## config.mk

```make
export PLATFORM = sky130hd
export DESIGN_NAME = lfetch_unit
export DESIGN_NICKNAME = d
export VERILOG_FILES = /design/src/rtl/lfetch_unit.sv
export SDC_FILE = /design/constraint.sdc
export NUM_CORES = 1
export LEC_CHECK = 0
export BUFFER_PORTS_ARGS = -buffer_cell sky130_fd_sc_hd__buf_4
export CORE_MARGIN = 8
export CORE_UTILIZATION = 54
export CTS_BUF_LIST = sky130_fd_sc_hd__clkbuf_8
export CTS_CLUSTER_SIZE = 24
export DETAILED_ROUTE_END_ITERATION = 6
export PLACE_DENSITY = 0.88
export SLEW_MARGIN = 20
export SYNTH_ARGS = -nofsm -noshare
export SYNTH_HDL_FRONTEND = slang
export SYNTH_SLANG_ARGS = --single-unit
```

## constraint.sdc

```tcl
create_clock -name clk -period 3.7 [get_ports clk]
set_input_delay 0.185 -clock clk [delete_from_list [all_inputs] [get_ports clk]]
set_output_delay 0.185 -clock clk [all_outputs]
set_load 0.05 [all_outputs]
```

## src/rtl/lfetch_unit.sv

```systemverilog
module lfetch_unit #(
  parameter int AW         = 64,
  parameter int LINE_BYTES = 64
) (
  input  logic          clk,
  input  logic          rst_n,
  input  logic          op_valid,
  output logic          op_ready,
  input  logic [1:0]    op_form,
  input  logic          op_faulting,
  input  logic          op_excl,
  input  logic [1:0]    op_hint,
  input  logic [AW-1:0] base_val,
  input  logic          base_nat,
  input  logic [AW-1:0] idx_val,
  input  logic          idx_nat,
  input  logic [8:0]    imm9,
  input  logic          page_cacheable,
  input  logic          addr_implemented,
  output logic          wb_valid,
  output logic [AW-1:0] wb_value,
  output logic          wb_nat,
  output logic          req_valid,
  input  logic          req_ready,
  output logic [AW-1:0] req_addr,
  output logic [1:0]    req_hint,
  output logic          req_excl,
  output logic          hint_valid,
  input  logic          hint_ready,
  output logic [AW-1:0] hint_addr,
  output logic [1:0]    hint_hint,
  output logic          hint_excl,
  output logic          fault_valid
);
  localparam int OFS = $clog2(LINE_BYTES);
  localparam logic [1:0] FORM_IDX = 2'b01;
  localparam logic [1:0] FORM_IMM = 2'b10;

  if (LINE_BYTES < 32 || (LINE_BYTES & (LINE_BYTES - 1)) != 0) begin : g_bad_line
    $error("LINE_BYTES must be a power of two of at least 32");
  end

  function automatic logic [AW-1:0] line_of(input logic [AW-1:0] a);
    return {a[AW-1:OFS], {OFS{1'b0}}};
  endfunction

  logic          upd, flt, go_req, go_hint, accept;
  logic [AW-1:0] incr, next_base;

  assign upd       = (op_form == FORM_IDX) || (op_form == FORM_IMM);
  assign incr      = (op_form == FORM_IDX) ? idx_val : {{(AW-9){imm9[8]}}, imm9};
  assign next_base = base_val + incr;
  assign flt       = op_faulting && !addr_implemented && !base_nat;
  assign go_req    = !base_nat && page_cacheable && addr_implemented;
  assign go_hint   = upd && !base_nat && !flt;
  assign op_ready  = !req_valid || req_ready;
  assign accept    = op_valid && op_ready;

  always_ff @(posedge clk) begin
    if (!rst_n) begin
      wb_valid    <= 1'b0;
      fault_valid <= 1'b0;
      req_valid   <= 1'b0;
      hint_valid  <= 1'b0;
      wb_value    <= '0;
      wb_nat      <= 1'b0;
      req_addr    <= '0;
      req_hint    <= '0;
      req_excl    <= 1'b0;
      hint_addr   <= '0;
      hint_hint   <= '0;
      hint_excl   <= 1'b0;
    end else begin
      wb_valid    <= accept && upd && !flt;
      fault_valid <= accept && flt;
      req_valid   <= accept ? go_req  : (req_valid && !req_ready);
      hint_valid  <= accept ? go_hint : (hint_valid && !hint_ready);
      if (accept) begin
        wb_value <= next_base;
        wb_nat   <= base_nat | ((op_form == FORM_IDX) & idx_nat);
      end
      if (accept && go_req) begin
        req_addr <= line_of(base_val);
        req_hint <= op_hint;
        req_excl <= op_excl;
      end
      if (accept && go_hint) begin
        hint_addr <= line_of(next_base);
        hint_hint <= op_hint;
        hint_excl <= op_excl;
      end
    end
  end
endmodule


```

* Word level (Yosys, flattened, before mapping)
Index checks and enable logic that the tools add are counted.
Word-level totals: word-level logic and storage cells 42, input bits 152, bits in registers 191
Operators by class: bitwise operators 2, equality and inequality tests 2, multiplexer cells 3, add/sub/neg operators 1, reduce and logical (&&, ||, !) cells 22
Operators by type and width (number):
- $add A64 B64 Y64 | 1
- $mux W64 | 1
- $logic_and A1 B1 Y1 | 14
- $logic_not A1 Y1 | 6
- $eq A2 B1 Y1 const B | 1
- $eq A2 B2 Y1 const B | 1
- $logic_or A1 B1 Y1 | 2
- $mux W1 | 2
- $and A1 B1 Y1 | 1
- $or A1 B1 Y1 | 1

* Longest topological paths before layout
depth in word-level cells 6, gate-level depth with buffers 17

* Worst setup path before layout
No wires, ideal clock.
kind input to register, start point input op_form[1], end point register hint_addr[57], arrival 3317 ps, data required time 3636 ps, path slack 320 ps, stages 17, path through inv_1 > ha_1 > nand2b_1 > clkbuf_1 > buf_1 > nand2_1 > ha_1 > buf_2 > nand4_1 > or3_1 > or3_1 > nor3_2 > o21ai_2 > a21oi_4 > o211ai_2 > a2111oi_0 > nand3b_1
Between the ends: cells in the longest elaborated chain, start to end 5, elaborated cells on any way between the ends 8, classes of those cells add/sub: 1; eq/ne: 2; mux: 1; reduce/logical: 4
RTL lines:
- start: declaration | line 9 | input logic [1:0] op_form,
- parallel branches: the longest is 5 deep, another holds $add A64 B64 Y64
- end signal: assignment | line 88 | hint_addr <= line_of(next_base);
- end: declaration | line 30 | output logic [AW-1:0] hint_addr,
Several ways; the timed one is not identified. A chain may end at the register's enable or synchronous reset.

* Worst setup path after layout
start point input op_form[1], end point register wb_value[56]
Between the ends: cells in the longest elaborated chain, start to end 3
RTL lines:
- $eq A2 B1 Y1 | line 51 | assign incr = (op_form == FORM_IDX) ? idx_val : {{(AW-9){imm9[8]}}, imm9};
- $mux W64 | line 51
- $add A64 B64 Y64 | line 52 | assign next_base = base_val + incr;
- end signal: assignment | line 79 | wb_value <= next_base;
- end: declaration | line 21 | output logic [AW-1:0] wb_value,
No other way between the ends.

==> summary.md <==
The flow ran to the end, and the final reports show no timing, DRC or antenna violations. Tracing the worst setup path back leads to its startpoint at op_form[1]. The maximum fanout along the worst path came out at 34. The dominant synthesized flop cell is dfxtp_1. The number of warnings printed during yosys synthesis is 0, and the depth of the worst register-to-register path is 6. After routing the design area is 15,700 µm².

In this run the core area contains 53 standard-cell rows. The number of clock buffers added by TritonCTS is 17. Dividing total power by cell area gives a power density of 395 nW/µm². Combined global-route utilization of all metal layers: 33.0%.

The worst pin sits at a relative slew slack of 38.9%. Summing all placed instances gives a cell area of 14,700 µm². The post-cts sizing count was 0; the part of the cycle the worst path needs was 92.6%. Dividing the detail-routed wire length by the instance count gives 20.0 µm. STA classifies the critical path endpoint as a flop.

The run gives 0.0540 ns as the worst hold slack. The path class of the tightest hold or removal check is in -> reg. The count of buffers added on input and output ports is 343. Summed over its instances, the top area cell type makes up 32.9% of the synthesized netlist area. In the routed design, unresolved DRC markers number 0.

Once detailed placement completed, the half-perimeter wirelength came to 33,900 µm. For the number of antenna violations at the first check in global routing, the log shows 0. The longest individual stage delay on the worst path was 0.71 ns.

The net count of the finished layout is 2,224. The final route contains 13,593 vias. Once the floorplan was initialized, standard cells occupied 55.1% of the core. After technology mapping, the gate count stands at 1,606. For this design, the slowest cell found on the critical path is a2111oi_1.

The synthesized netlist occupies a cell area of 11,600 µm². At the pin with the least slew margin, the transition time is 0.916 ns. TritonCTS built the clock tree. The run gives 0 as the number of buffers inserted to repair setup after CTS.

The startpoint type of the worst setup path was an input pin. CTS placed an instance of clkbuf_8 at the clock tree root. The area growth from synthesis to layout is 35.5%. The run gives 13,186 as the number of global-route vias before repair.

Data arrives at the worst endpoint at 3.79 ns. The tools report the data required time at the worst endpoint as 4.07 ns. Static timing analysis puts the maximum clock frequency at 292 MHz.

The run gives 0.49 ns as the clock latency on the worst-skew pair. The total overflow left after global routing is 0. The worst register-to-register path ends at hint_addr[35]. The worst-case clock buffer depth came out at 2. Setup violations remaining at the end of the flow were counted as 0. The total count of hold-check failures in the final report is 0, and the total wirelength of the detailed-routed design is 45,800 µm. Post-synthesis area per instance: 7.23 µm².

Clock skew on the completed layout was measured at 0.0170 ns. Total power for the finished layout comes to 6.22 mW. Counting the fill cells in the layout gives 1,602.

After synthesis, flip-flops and latches occupy 32.9% of the total area. The H-tree was split into 4 levels. Setup repair after global routing left no endpoint under its margin. In the routed layout, each cell is associated on average with a via count of 5.94. The tools report the leakage component of the power as 7.01 nW. Across the run, the number of max-cap violations was 0. The setup check on the worst reg-to-reg path leaves a slack of 1.29 ns. The critical path ends at wb_value[56]. Counting distinct cell types in the post-synthesis netlist gives 67. For the peak ir drop on the vdd network, the log shows 0.257 mV. The startpoint-to-endpoint class of the critical path is in -> reg. Measured along the y axis, the die boundary spans 163 µm.

The die covers 26,500 µm². The placeable core area is 21,100 µm². Yosys attributes the largest share of cell area to dfxtp_1 (33%), nand2_1 (12%), a21oi_1 (8.7%). The tools report the length of the first detailed-routing pass in iterations as 6. The worst register-to-register path begins at req_valid. The share of the core filled with cells was 74.7%.

The number of pins with negative max-slew slack in the final report is 0, and the maximum number of pins on one net before global-route repair is 79. The synthesized design contains 0 enable-type register cells. Clock-pin slew on the worst setup and hold paths: 0.12 ns.

The wire length of the first global-routing pass was 70,600 µm; the die outline width was 163 µm. Subtracting the final worst setup slack from the clock period gives 3.43 ns. The biggest area contributor in the post-synthesis netlist is dfxtp_1. The summed negative setup slack over all endpoints is 0 ns. In the synthesized netlist the async set-or-reset flop fraction comes to 0%. The run gives 191 as the number of clock sinks. The count of hold-fix buffers inserted at cts is 65. The fraction of final layout cells with drive strength greater than 1 was 23.7%. Traced cell by cell, the critical path runs through buf_4 -> inv_1 -> ha_2 -> nand2b_2 -> buf_12 -> nand2_1 -> ha_1 -> buf_4 -> nand2_1 -> o21ai_1 -> nor2_1 -> o21a_1 -> a21bo_2 -> a2111oi_1 -> o21ba_2 -> o21a_1 -> o211ai_1. The logs give 0 for the remaining antenna violation count and 356 for the I/O pin count.

For this block, the initial DRC count from the detailed router was 1,236. The tools report the routability congestion estimate as 0.983. Synthesis inferred 191 register bits.
[critical path: cells and delay by family]
family	cells	cell delay [ns]
and+or+nand+nor	4	0.41
adders and majority gates	2	0.59
buffers and inverters	4	0.53
AOI/OAI and AO/OA	7	2.04
[area by class of cell]
cell class | count | area, µm² | area share [%]
Timing Repair Buffer | 474 | 3770 | 24.0
Inverter | 23 | 88.8 | 0.564
Antenna cell | 1 | 2.50 | 0.0159
Sequential cell | 191 | 3820 | 24.3
Multi-Input combinational cell | 1293 | 7300 | 46.4
Clock inverter | 15 | 176 | 1.12
Tap cell | 275 | 344 | 2.19
Clock buffer | 17 | 234 | 1.49
[power breakdown]
part | total, mW | internal, mW | switching (mW)
logic | 2.50 | 0.886 | 1.61
registers | 2.27 | 2.19 | 0.0792
clock network | 1.45 | 0.569 | 0.881
[layout by cell type, fill, tap and decap left out, types with 15 or more instances in the layout]
cell type,instances
nand2_1,381
nand3_1,71
or3_1,22
inv_1,22
a21oi_1,202
clkbuf_8,17
dfxtp_1,191
buf_4,405
o211ai_1,29
and2_1,20
o21ai_0,58
dlygate4sd3_1,65
nor3_1,15
o21a_1,29
xnor2_1,20
a21o_1,22
nor2_1,120
o21ai_1,18
ha_1,70
nand4_1,31
[metal layers]
| metal | vias up | share of wire, % | global-route usage (%) | wire, µm |
|---|---|---|---|---|
| met3 | 136 | 9.2 | 7.86 | 4230 |
| li1 | 6368 | - | - | - |
| met2 | 762 | 48 | 56.4 | 22000 |
| met1 | 6327 | 38 | 38.3 | 17600 |
| met5 | - | 0 | 0 | 0 |
| met4 | 0 | 4.3 | 15.4 | 1950 |
[worst min-delay path by stage]
stage                  from      endpoint  cells past startpoint
2_1_floorplan       op_excl     hint_excl                      2
3_3_place_gp     op_hint[1]   req_hint[1]                      3
3_5_place_dp   req_addr[53]  req_addr[53]                      2
4_1_cts         base_val[0]   wb_value[0]                      4
5_1_grt          op_form[0]      wb_valid                      3
6_report        base_val[0]   wb_value[0]                      4
[cells in the mapped netlist, drive strengths merged (2+ instances only)]
cell,count
nor2,120
a211oi,12
o21a,29
xnor2,20
o21bai,12
mux2,10
a31oi,9
o2111ai,2
dfxtp,191
a21o,22
and3,9
o221ai,2
and2,20
a211o,3
nor3,16
clkbuf,80
nand2b,10
o211a,2
nand3,72
o211ai,31
inv,23
o21ba,2
a21boi,12
nand3b,4
ha,71
or2,3
a2111oi,7
xor2,13
o31ai,13
o311ai,3
nor3b,4
o21ai,78
nand2,384
nor2b,13
buf,30
a21oi,205
a2111o,2
nand4,31
or3,22
[flip-flops by register name, summed over array words and instances, names as in the netlist]
signal / count
req_excl: 1
req_hint: 2
wb_valid: 1
hint_excl: 1
wb_nat: 1
req_addr: 58
hint_hint: 2
hint_valid: 1
wb_value: 64
fault_valid: 1
hint_addr: 58
req_valid: 1
[stage by stage]
| step | cells | setup WS [ns] |
|---|---|---|
| 2_1_floorplan | 1617 | 0.320 |
| 3_3_place_gp | 2191 | 0.0110 |
| 3_5_place_dp | 2191 | -0.0543 |
| 4_1_cts | 2288 | 0.369 |
| 5_1_grt | 2288 | 0.0431 |
| 6_report | 2289 | 0.273 |
[cell families after synthesis]
group                    synth area share, %
buffers and inverters                   4.80
AND/OR/NAND/NOR                         26.7
flip-flops                              32.9
AO/OA/AOI/OAI                           24.3
adder cells (fa/ha/maj)                 7.82
other                                 0.0323
XOR/XNOR                                2.49
multiplexers                           0.969
Power figures use the tool's default switching activity.
